[src/rtl/phy_bringup_pkg.sv]
package phy_bringup_pkg;

  localparam logic [4:0] REG_CTL    = 5'd0;
  localparam logic [4:0] REG_STAT   = 5'd1;
  localparam logic [4:0] REG_IDH    = 5'd2;
  localparam logic [4:0] REG_IDL    = 5'd3;
  localparam logic [4:0] REG_XSTAT  = 5'd15;
  localparam logic [4:0] REG_IFMODE = 5'd23;

  localparam int CTL_RST_BIT  = 15;
  localparam int CTL_ISO_BIT  = 10;
  localparam int STAT_XST_BIT = 8;

  typedef enum logic [3:0] {
    S_IDLE, S_RD_CTL, S_WR_CTL, S_SETTLE, S_POLL, S_GAP, S_UNISO,
    S_RD_IDH, S_RD_IDL, S_RD_STAT, S_RD_XST, S_RD_IFM, S_WR_IFM,
    S_DONE, S_FAIL
  } seq_state_t;

  // control word that starts a soft reset and leaves isolation
  function automatic logic [15:0] reset_word(input logic [15:0] c);
    logic [15:0] r;
    r = c;
    r[CTL_RST_BIT] = 1'b1;
    r[CTL_ISO_BIT] = 1'b0;
    return r;
  endfunction

  function automatic logic [15:0] uniso_word(input logic [15:0] c);
    logic [15:0] r;
    r = c;
    r[CTL_ISO_BIT] = 1'b0;
    return r;
  endfunction

  function automatic logic [1:0] ifmode_code(input logic [2:0] m);
    case (m)
      3'd0:    return 2'b00;
      3'd2:    return 2'b10;
      3'd3:    return 2'b11;
      default: return 2'b01;
    endcase
  endfunction

  function automatic logic [15:0] ifmode_word(input logic [15:0] w, input logic [2:0] m);
    return {w[15:14], ifmode_code(m), w[11:0]};
  endfunction

  // capability vector: [0] AN, [1] 10H, [2] 10F, [3] 100H, [4] 100F,
  // [5] 1000H, [6] 1000F, [7] MII
  function automatic logic [7:0] caps_from(input logic [15:0] st,
                                           input logic [15:0] xs,
                                           input logic        xs_ok);
    logic [7:0] c;
    c    = '0;
    c[0] = st[3];
    c[1] = st[11];
    c[2] = st[12];
    c[3] = st[13];
    c[4] = st[14];
    c[5] = xs_ok & xs[12];
    c[6] = xs_ok & xs[13];
    c[7] = 1'b1;
    return c;
  endfunction

endpackage

[src/rtl/us_tick_gen.sv]
module us_tick_gen #(
  parameter int CLK_PER_US = 125
) (
  input  logic clk,
  input  logic rst_n,
  input  logic restart,
  output logic tick
);
  localparam int DW = (CLK_PER_US > 1) ? $clog2(CLK_PER_US) : 1;
  localparam logic [DW-1:0] LAST = DW'(CLK_PER_US - 1);

  logic [DW-1:0] div_q;

  assign tick = (div_q == LAST);

  always_ff @(posedge clk or negedge rst_n) begin
    if (!rst_n)                div_q <= '0;
    else if (restart || tick)  div_q <= '0;
    else                       div_q <= div_q + 1'b1;
  end
endmodule

[src/rtl/wait_timer.sv]
module wait_timer #(
  parameter int CLK_PER_US = 125,
  parameter int US_W       = 9
) (
  input  logic            clk,
  input  logic            rst_n,
  input  logic            load,
  input  logic [US_W-1:0] load_us,
  output logic            expired
);
  logic            tick;
  logic [US_W-1:0] left_q;

  us_tick_gen #(.CLK_PER_US(CLK_PER_US)) u_tick (
    .clk     (clk),
    .rst_n   (rst_n),
    .restart (load),
    .tick    (tick)
  );

  always_ff @(posedge clk or negedge rst_n) begin
    if (!rst_n)                      left_q <= '0;
    else if (load)                   left_q <= load_us;
    else if (tick && left_q != '0)   left_q <= left_q - 1'b1;
  end

  assign expired = (left_q == '0);

  // the remaining time only moves down between loads
  assert_timer_down_R2: assert property (@(posedge clk) disable iff (!rst_n)
    (!load && left_q != '0) |=> (left_q <= $past(left_q)));
endmodule

[src/rtl/profile_match.sv]
module profile_match #(
  parameter logic [31:0] ID_MASK  = 32'h000F_FFF0,
  parameter logic [31:0] ID_MATCH = 32'h000F_C410
) (
  input  logic [31:0] id,
  output logic        hit
);
  assign hit = ((id & ID_MASK) == ID_MATCH);
endmodule

[src/rtl/phy_bringup_seq.sv]
module phy_bringup_seq
  import phy_bringup_pkg::*;
#(
  parameter int          CLK_PER_US = 125,
  parameter int          SETTLE_US  = 300,
  parameter int          GAP_US     = 10,
  parameter int          POLL_LIMIT = 10000,
  parameter logic [31:0] ID_MASK    = 32'h000F_FFF0,
  parameter logic [31:0] ID_MATCH   = 32'h000F_C410
) (
  input  logic        clk,
  input  logic        rst_n,
  input  logic        start,
  input  logic [2:0]  if_mode,
  output logic        mdio_req_valid,
  output logic        mdio_req_write,
  output logic [4:0]  mdio_req_reg,
  output logic [15:0] mdio_req_wdata,
  input  logic        mdio_ack,
  input  logic        mdio_ack_err,
  input  logic [15:0] mdio_rdata,
  output logic        busy,
  output logic        done,
  output logic        fail,
  output logic        vendor_profile,
  output logic [31:0] phy_id,
  output logic [7:0]  caps
);
  localparam int MAX_US = (SETTLE_US > GAP_US) ? SETTLE_US : GAP_US;
  localparam int US_W   = $clog2(MAX_US + 1);
  localparam int PW     = $clog2(POLL_LIMIT + 1);

  seq_state_t      state, nxt;
  logic [15:0]     ctl_q, stat_q, ifm_q;
  logic [31:0]     id_q;
  logic [2:0]      mode_q;
  logic [PW-1:0]   poll_cnt;
  logic            vendor_q;
  logic [7:0]      caps_q;

  // named internal events
  logic            idle_like, launch, acc, rd_ok, rd_bad, last_poll;
  logic            tm_load, tm_expired, id_hit;
  logic [US_W-1:0] tm_len;

  assign idle_like = (state == S_IDLE) || (state == S_DONE) || (state == S_FAIL);
  assign launch    = idle_like && start;
  assign acc       = mdio_req_valid && mdio_ack;
  assign rd_ok     = acc && !mdio_ack_err;
  assign rd_bad    = acc && mdio_ack_err;
  assign last_poll = (poll_cnt == PW'(POLL_LIMIT - 1));

  wait_timer #(.CLK_PER_US(CLK_PER_US), .US_W(US_W)) u_timer (
    .clk     (clk),
    .rst_n   (rst_n),
    .load    (tm_load),
    .load_us (tm_len),
    .expired (tm_expired)
  );

  profile_match #(.ID_MASK(ID_MASK), .ID_MATCH(ID_MATCH)) u_match (
    .id  ({id_q[31:16], mdio_rdata}),
    .hit (id_hit)
  );

  // request decode
  always_comb begin
    mdio_req_valid = 1'b1;
    mdio_req_write = 1'b0;
    mdio_req_reg   = REG_CTL;
    mdio_req_wdata = '0;
    case (state)
      S_RD_CTL, S_POLL: mdio_req_reg = REG_CTL;
      S_WR_CTL: begin mdio_req_write = 1'b1; mdio_req_wdata = reset_word(ctl_q); end
      S_UNISO:  begin mdio_req_write = 1'b1; mdio_req_wdata = uniso_word(ctl_q); end
      S_RD_IDH:  mdio_req_reg = REG_IDH;
      S_RD_IDL:  mdio_req_reg = REG_IDL;
      S_RD_STAT: mdio_req_reg = REG_STAT;
      S_RD_XST:  mdio_req_reg = REG_XSTAT;
      S_RD_IFM:  mdio_req_reg = REG_IFMODE;
      S_WR_IFM: begin
        mdio_req_reg   = REG_IFMODE;
        mdio_req_write = 1'b1;
        mdio_req_wdata = ifmode_word(ifm_q, mode_q);
      end
      default: mdio_req_valid = 1'b0;
    endcase
  end

  // sequencing
  always_comb begin
    nxt     = state;
    tm_load = 1'b0;
    tm_len  = US_W'(SETTLE_US);
    case (state)
      S_IDLE, S_DONE, S_FAIL: if (start) nxt = S_RD_CTL;
      S_RD_CTL: if (rd_bad) nxt = S_FAIL; else if (rd_ok) nxt = S_WR_CTL;
      S_WR_CTL: if (acc) begin nxt = S_SETTLE; tm_load = 1'b1; end
      S_SETTLE: if (tm_expired) nxt = S_POLL;
      S_POLL: begin
        if (rd_ok && !mdio_rdata[CTL_RST_BIT])
          nxt = mdio_rdata[CTL_ISO_BIT] ? S_UNISO : S_RD_IDH;
        else if (acc) begin
          if (last_poll) nxt = S_FAIL;
          else begin
            nxt     = S_GAP;
            tm_load = 1'b1;
            tm_len  = US_W'(GAP_US);
          end
        end
      end
      S_GAP:    if (tm_expired) nxt = S_POLL;
      S_UNISO:  if (acc) nxt = S_RD_IDH;
      S_RD_IDH: if (rd_bad) nxt = S_FAIL; else if (rd_ok) nxt = S_RD_IDL;
      S_RD_IDL: if (rd_bad) nxt = S_FAIL; else if (rd_ok) nxt = S_RD_STAT;
      S_RD_STAT: begin
        if (rd_bad) nxt = S_FAIL;
        else if (rd_ok) begin
          if (mdio_rdata[STAT_XST_BIT]) nxt = S_RD_XST;
          else                          nxt = vendor_q ? S_RD_IFM : S_DONE;
        end
      end
      S_RD_XST: if (rd_bad) nxt = S_FAIL; else if (rd_ok) nxt = vendor_q ? S_RD_IFM : S_DONE;
      S_RD_IFM: if (rd_bad) nxt = S_FAIL; else if (rd_ok) nxt = S_WR_IFM;
      S_WR_IFM: if (acc) nxt = S_DONE;
      default:  nxt = S_IDLE;
    endcase
  end

  always_ff @(posedge clk or negedge rst_n) begin
    if (!rst_n) begin
      state    <= S_IDLE;
      ctl_q    <= '0;
      stat_q   <= '0;
      ifm_q    <= '0;
      id_q     <= '0;
      mode_q   <= '0;
      poll_cnt <= '0;
      vendor_q <= 1'b0;
      caps_q   <= '0;
    end else begin
      state <= nxt;
      if (launch) begin
        poll_cnt <= '0;
        vendor_q <= 1'b0;
        caps_q   <= '0;
        id_q     <= '0;
        mode_q   <= if_mode;
      end
      if (state == S_RD_CTL && rd_ok) ctl_q <= mdio_rdata;
      if (state == S_POLL && rd_ok && !mdio_rdata[CTL_RST_BIT]) ctl_q <= mdio_rdata;
      if (state == S_POLL && nxt == S_GAP) poll_cnt <= poll_cnt + 1'b1;
      if (state == S_RD_IDH && rd_ok) id_q[31:16] <= mdio_rdata;
      if (state == S_RD_IDL && rd_ok) begin
        id_q[15:0] <= mdio_rdata;
        vendor_q   <= id_hit;
      end
      if (state == S_RD_STAT && rd_ok) begin
        stat_q <= mdio_rdata;
        caps_q <= caps_from(mdio_rdata, 16'h0000, 1'b0);
      end
      if (state == S_RD_XST && rd_ok) caps_q <= caps_from(stat_q, mdio_rdata, 1'b1);
      if (state == S_RD_IFM && rd_ok) ifm_q <= mdio_rdata;
    end
  end

  assign busy           = !idle_like;
  assign done           = (state == S_DONE);
  assign fail           = (state == S_FAIL);
  assign vendor_profile = vendor_q;
  assign phy_id         = id_q;
  assign caps           = caps_q;

  // ---------------- assertions ----------------
  logic [31:0]   wait_cyc;
  logic [PW:0]   polls_seen;

  always_ff @(posedge clk or negedge rst_n) begin
    if (!rst_n) wait_cyc <= '0;
    else if (state == S_SETTLE || state == S_GAP) wait_cyc <= wait_cyc + 1'b1;
    else wait_cyc <= '0;
  end

  always_ff @(posedge clk or negedge rst_n) begin
    if (!rst_n) polls_seen <= '0;
    else if (launch) polls_seen <= '0;
    else if (state == S_POLL && acc) polls_seen <= polls_seen + 1'b1;
  end

  assert_reset_word_R1: assert property (@(posedge clk) disable iff (!rst_n)
    (mdio_req_valid && mdio_req_write && state == S_WR_CTL) |->
      (mdio_req_wdata[CTL_RST_BIT] && !mdio_req_wdata[CTL_ISO_BIT]));

  assert_settle_len_R2: assert property (@(posedge clk) disable iff (!rst_n)
    (state == S_SETTLE && tm_expired) |-> (wait_cyc == 32'(SETTLE_US * CLK_PER_US)));

  assert_gap_len_R3: assert property (@(posedge clk) disable iff (!rst_n)
    (state == S_GAP && tm_expired) |-> (wait_cyc == 32'(GAP_US * CLK_PER_US)));

  assert_poll_budget_R4: assert property (@(posedge clk) disable iff (!rst_n)
    (state == S_FAIL && $past(state) == S_POLL) |-> (polls_seen == (PW+1)'(POLL_LIMIT)));

  assert_ifmode_vendor_R7: assert property (@(posedge clk) disable iff (!rst_n)
    (state == S_RD_IFM || state == S_WR_IFM) |-> vendor_q);

  assert_xstat_gate_R8: assert property (@(posedge clk) disable iff (!rst_n)
    (state == S_RD_XST) |-> stat_q[STAT_XST_BIT]);

  assert_req_hold_R10: assert property (@(posedge clk) disable iff (!rst_n)
    (mdio_req_valid && !mdio_ack) |=>
      (mdio_req_valid && $stable(mdio_req_reg) && $stable(mdio_req_write) &&
       $stable(mdio_req_wdata)));

  assert_done_hold_R11: assert property (@(posedge clk) disable iff (!rst_n)
    (done && !start) |=> done);
endmodule

[config.mk]
export PLATFORM = sky130hd
export DESIGN_NAME = phy_bringup_seq
export DESIGN_NICKNAME = d
export VERILOG_FILES = /design/src/rtl/phy_bringup_pkg.sv /design/src/rtl/us_tick_gen.sv /design/src/rtl/wait_timer.sv /design/src/rtl/profile_match.sv /design/src/rtl/phy_bringup_seq.sv
export SDC_FILE = /design/constraint.sdc
export NUM_CORES = 1
export LEC_CHECK = 0
export ABC_AREA = 0
export CAP_MARGIN = 20
export CORE_ASPECT_RATIO = 1.1
export CORE_MARGIN = 5
export CORE_UTILIZATION = 38
export CTS_BUF_LIST = sky130_fd_sc_hd__clkbuf_4 sky130_fd_sc_hd__clkbuf_8
export DETAILED_ROUTE_END_ITERATION = 8
export PLACE_DENSITY = 0.59
export SKIP_LAST_GASP = 1
export SYNTH_ARGS = -nofsm -noshare
export SYNTH_HDL_FRONTEND = slang
export SYNTH_SLANG_ARGS = --single-unit
[constraint.sdc]
create_clock -name clk -period 3.5 [get_ports clk]
set_clock_uncertainty 0.15 [all_clocks]
set_input_delay 0.35 -clock clk [delete_from_list [all_inputs] [get_ports clk]]
set_output_delay 0.35 -clock clk [all_outputs]
set_load 0.05 [all_outputs]
Word level (Yosys, flattened, before mapping)
Index checks and enable logic that the tools add are counted.
Word-level totals
  output and inout port bits: 67
  register bits after elaboration: 125
  bits of input ports: 24
Operators by class
  add/sub/neg operators: 3
  muxes and demuxes: 53
  reduce and logical (&&, ||, !) cells: 36
  equal/unequal tests: 20
Operator list (number)
  4-bit 2-to-1 mux: 20
  16-bit 2-to-1 mux: 4
  9-bit 2-to-1 mux: 6
  16-bit one-hot mux with 3 select lines: 1
  4-bit one-hot mux with 12 select lines: 1
  32-bit 2-to-1 mux: 1
  4-bit == test, second input constant: 7
  14-bit 2-to-1 mux: 2
  5-bit one-hot mux with 5 select lines: 1
  8-bit 2-to-1 mux: 3
  4-bit by 3-bit == test with 1-bit output, second input constant: 5
  16-bit == test, second input constant: 1
  1-bit logical AND: 15
  14-bit by 1-bit adder with 14-bit output, second input constant: 1
  14-bit == test, second input constant: 1
  2-bit nonzero test: 5
  10-bit OR reduction: 1
  9-bit zero test: 1
  1-bit 2-to-1 mux: 9
  9-bit nonzero test: 1
  9-bit by 1-bit subtractor with 9-bit output, second input constant: 1
  4-bit by 2-bit == test with 1-bit output, second input constant: 2
  7-bit by 1-bit adder with 7-bit output, second input constant: 1
  7-bit == test, second input constant: 1
  13 further kinds: 21

Depth between registers and ports, before layout
  depth after elaboration: 11
  mapped depth: 8
  depth with buffers taken out: 7

Cells and area by module
From an unflattened synthesis, not the netlist that was laid out.
Second synthesis, totals
  cell total of the unflattened synthesis: 591
  area, all modules: 5773.0 sq um
Modules (own cells, without submodules)
  phy_bringup_seq: times used 1, cells each 479, area an instance 4740.8 sq um, sequential area each 2402.3 sq um
  wait_timer: times used 1, cells each 75, area an instance 624.3 sq um, sequential area each 225.2 sq um
  us_tick_gen: times used 1, cells each 32, area an instance 357.8 sq um, sequential area each 175.2 sq um
  profile_match: times used 1, cells each 5, area an instance 50.0 sq um, sequential area each 0.0 sq um

Least setup slack after synthesis
OpenSTA, ideal clock, no wires.
  path kind: reg-to-reg
  from: reg state[0]
  to: reg poll_cnt[5]
  arrival: 2.487 ns
  buffers on the path: 2
  data required time: 3.226 ns
  path slack: 0.739 ns
  library setup time: 0.124 ns
  cell stages (with the launch flop): 8
  cell sequence: dfrtp_1 > clkbuf_1 > nand2b_1 > nor2_1 > o21ai_1 > and2_1 > buf_4 > a211o_2
Between the ends
  elaborated cells on any way between the ends: 50
  classes of those cells: eq/ne (15); mux (22); reduce/logical (13)
RTL lines
  from (decl): line phy_bringup_seq.sv:33  | seq_state_t state, nxt;
  from (signal assigned): line phy_bringup_seq.sv:142  | state <= nxt;
  4-bit == test (*)
  net fail: line phy_bringup_seq.sv:24  | output logic fail,
  3-bit OR reduction: line phy_bringup_seq.sv:95  | case (state)
  4-bit one-hot mux with 12 select lines: line phy_bringup_seq.sv:95
  4-bit by 3-bit == test with 1-bit output: line phy_bringup_seq.sv:152  | if (state == S_POLL && nxt == S_GAP) poll_cnt <= poll_cnt + 1'b1;
  1-bit logical AND: line phy_bringup_seq.sv:152
  14-bit 2-to-1 mux or 2-bit nonzero test (tied branches)
  to (signal assigned): line phy_bringup_seq.sv:152
  to (decl): line phy_bringup_seq.sv:37  | logic [PW-1:0] poll_cnt;
The timed path passes the listed nets; every way through them passes the cells marked *.
A chain may end at the register's enable or synchronous reset.

Worst setup path in the final report
  from: reg state[0]
  to: out mdio_req_valid
Between the ends
  cells in the longest elaborated chain, start to end: 3
  elaborated cells on any way between the ends: 12
  classes of those cells: eq/ne (10); mux (1); reduce/logical (1)
Ends and longest elaborated chain
  4-bit by 1-bit == test with 1-bit output, or another cell as far along: line phy_bringup_seq.sv:72  | case (state)
  10-bit OR reduction (no source line) (*)
  1-bit 2-to-1 mux (*): line phy_bringup_seq.sv:72
  to (decl): line phy_bringup_seq.sv:15  | output logic mdio_req_valid,
Every way passes the cells marked *; elsewhere a longest branch is shown, timed or not.

==> impl_metrics.py <==
metrics = {
    "run_status": {
        "status": "completed",
    },
    "cells_and_area": {
        "area_growth_pct": 27.2,
        "fin_area_sq_mm": 0.00717,
        "insertedDiodeCount": 0,
        "drive_gt1_share_pct": 16.6,
        "fill_cells": 1383,
        "nets": 693,
    },
    "synth": {
        "synthArstFlopShare_pct": 100,
        "synth_cells": 576,
        "yosysMostFrequentCell": "dfrtp_1",
        "synth_nets": 604,
        "syn_avg_cell_area_sq_um": 9.78,
        "synth_edf_count": 0,
        "synth_warnings": 0,
        "synth_top_area_share_pct": 49.8,
        "syn_area_sq_mm": 0.00563,
        "yosysTopAreaCell": "dfrtp_1",
        "yosys-top-cells-area": "dfrtp_1 (50%), mux2_2 (7.4%), nand2_1 (5.9%)",
        "synth.yosys.seq_area_share_pct": 49.8,
        "synthDistinctLibCells": 59,
        "synth_ff_type": "dfrtp_1",
        "synth_common_cells": "dfrtp_1 (112), nand2_1 (88), mux2_2 (37)",
        "ys_seq_elements": 112,
    },
    "global_routing": {
        "grt_max_degree": 62,
        "grt_pass1_vias": 4700,
        "grt_pass1_wl_mm": 24.7,
        "overflow": 0,
        "grtUsageTotal_pct": 17.8,
        "antenna_found_initial": 0,
    },
    "detailed_routing": {
        "drcViolationCount": 0,
        "first_pass_iters": 4,
        "wl_per_cell_microns": 17.6,
        "via_count": 4709,
        "drtIter0Drc": 285,
        "wl_mm": 15.1,
        "post_drt_via_cell_ratio": 5.46,
        "detail-route-antenna-nets": 0,
    },
    "sta": {
        "slew_violations": 0,
        "min_period_ns": 3.06,
        "hold_viol": 0,
        "setup_violations": 0,
        "rsz0062_at_grt": "no",
        "relSlewSlack_pct": 45.9,
        "tns_ns": 0,
        "fin_crit_sh_pct": 87.3,
        "worstMarginPinSlew_ns": 0.811,
        "max_freq_mhz": 327,
        "layout_setup_ws_ns": 0.444,
    },
    "die": {
        "die-area_sq_mm": 0.0174,
        "ios": 91,
        "die_y_microns": 138,
        "rows": 46,
        "initial_core_util_pct": 38.8,
        "fp.dieW_microns": 126,
        "coreArea_sq_mm": 0.0145,
    },
    "min_path": {
        "holdPathEnd": "caps[3]$_DFFE_PN0P_",
        "hold_path_depth": 1,
        "hp-class": "flop to flop",
        "min-delay-start": "caps[3]$_DFFE_PN0P_",
    },
    "clock_network": {
        "h-tree-depth": 3,
        "ctsRootBufferMaster": "clkbuf_8",
        "clk_pin_slew_ns": 0.10,
        "numClockSinks": 112,
        "ctsHoldBuffers": 1,
        "cts_buffer_depth": 2,
        "clk_latency_ns": 0.38,
        "cts_tree": "done",
        "post_cts_buffers": 0,
        "cts_resized": 0,
        "cts_buffers": 9,
    },
    "power_and_ir_drop": {
        "p_total_w": 0.00545,
        "p_leak_nw": 3.20,
        "ir_drop_v": 0.000408,
        "power_density_mw_per_mm2": 761,
    },
    "critical_path": {
        "critPathKind": "flop to output pin",
        "r2r-start": "state[2]$_DFF_PN0_",
        "rr_endpoint": "poll_cnt[12]$_DFFE_PN0P_",
        "crit_arrival_ns": 2.56,
        "crit_fanout": 16,
        "ff2ff_setup_slack_ns": 0.78,
        "reg2reg_depth": 6,
        "critPathLaunchType": "flop",
        "endpoint_kind": "output pin",
        "required_ns": 3.00,
    },
    "placement": {
        "post-place-ws_ns": 0.823,
        "hpwl_mm": 10.8,
        "post_dp_cell_area_sq_mm": 0.00696,
        "gp_congestion": 0.912,
        "io_buffers": 90,
    },
    "flow_run": {
        "cap_violations": 0,
    },
}
-- how the worst max path moves through the flow --
stage,endpoint,startpoint
final,mdio_req_valid,state[0]$_DFF_PN0_
after global routing,mdio_req_reg[4],state[1]$_DFF_PN0_
after CTS,mdio_req_valid,state[0]$_DFF_PN0_
after detailed placement,caps[4]$_DFFE_PN0P_,state[0]$_DFF_PN0_
after global placement,mdio_req_valid,state[0]$_DFF_PN0_
after floorplan,poll_cnt[5]$_DFFE_PN0P_,state[0]$_DFF_PN0_
-- metal layers --
metal / track usage, % / vias to the layer above / part of all wire (%)
met5: 0 / - / 0
met4: 5.42 / 0 / 1.1
met3: 4.81 / 12 / 5.5
met2: 30.5 / 116 / 49
met1: 22.1 / 2348 / 44
li1: - / 2233 / -
-- critical path: stages, from the launching register on --
cell             delay [ns]
dfrtp_1                0.63
or3b_2                 0.48
a32o_1                 0.34
clkdlybuf4s50_1        0.73
-- sequential cells by signal, indices dropped and copies added (netlist names), 3 cells and up --
register and count:
caps 8, mode_q 3, state 4, poll_cnt 14, u_timer.u_tick.div_q 7, ctl_q 15
u_timer.left_q 9, phy_id 32, ifm_q 14, stat_q 5
-- cells by family (layout without fill, tap and decap cells) --
| kind of cell | after synthesis | in the layout | share of synthesized area, % |
|---|---|---|---|
| mux | 41 | 41 | 8.11 |
| buf+inv | 42 | 136 | 3.27 |
| compound gates | 115 | 115 | 14.0 |
| flops | 112 | 112 | 49.8 |
| fa+ha+maj | 4 | 4 | 0.889 |
| xor+xnor | 11 | 11 | 1.71 |
| simple gates | 251 | 251 | 22.3 |
-- placed cells by master (no fill, tap or decap), types with 4 or more instances in the layout --
| cell | count |
|---|---|
| dfrtp_1 | 112 |
| nand2_1 | 88 |
| clkdlybuf4s50_1 | 73 |
| mux2_2 | 37 |
| nor2_1 | 36 |
| nand3_1 | 35 |
| o21ai_0 | 34 |
| buf_4 | 22 |
| a22o_1 | 19 |
| a21oi_1 | 17 |
| buf_12 | 16 |
| nand2b_1 | 13 |
| nor3_1 | 12 |
| clkbuf_8 | 10 |
| inv_1 | 8 |
| nor2b_1 | 7 |
| or3_1 | 7 |
| nand4_1 | 7 |
| a21o_1 | 7 |
| a211o_1 | 7 |
| and2_1 | 6 |
| and3_1 | 6 |
| xor2_1 | 6 |
| xnor2_1 | 5 |
| and3_2 | 5 |
| a31oi_1 | 4 |
| mux2i_1 | 4 |
| nor4_1 | 4 |
| ha_1 | 4 |
-- layout make-up --
cell class,instances,area [sq um],share of cell area (%)
multi-input combinational,422,2670,37.3
sequential,112,2800,39.1
tap,192,240,3.35
timing repair buffer,112,1230,17.1
clock inverter,5,50.0,0.698
clock buffer,11,145,2.03
inverter,8,30.0,0.419
-- per-stage QoR --
step                      cells  utilization, %  hold slack [ns]
after global placement      845            48.0            0.321
after floorplan             576               -          -0.0956
after CTS                   862            49.4            0.346
after detailed placement    845            48.0            0.317
final                       862            49.4            0.341
after global routing        862            49.4            0.365
-- power by group --
group / switching, W / internal (W) / total (W)
registers: 0.000322 / 0.00172 / 0.00204
clock network: 0.000467 / 0.000301 / 0.000768
logic: 0.00157 / 0.00107 / 0.00264
total: 0.00236 / 0.00309 / 0.00545
Note: power is estimated with default switching activity, not from simulation.
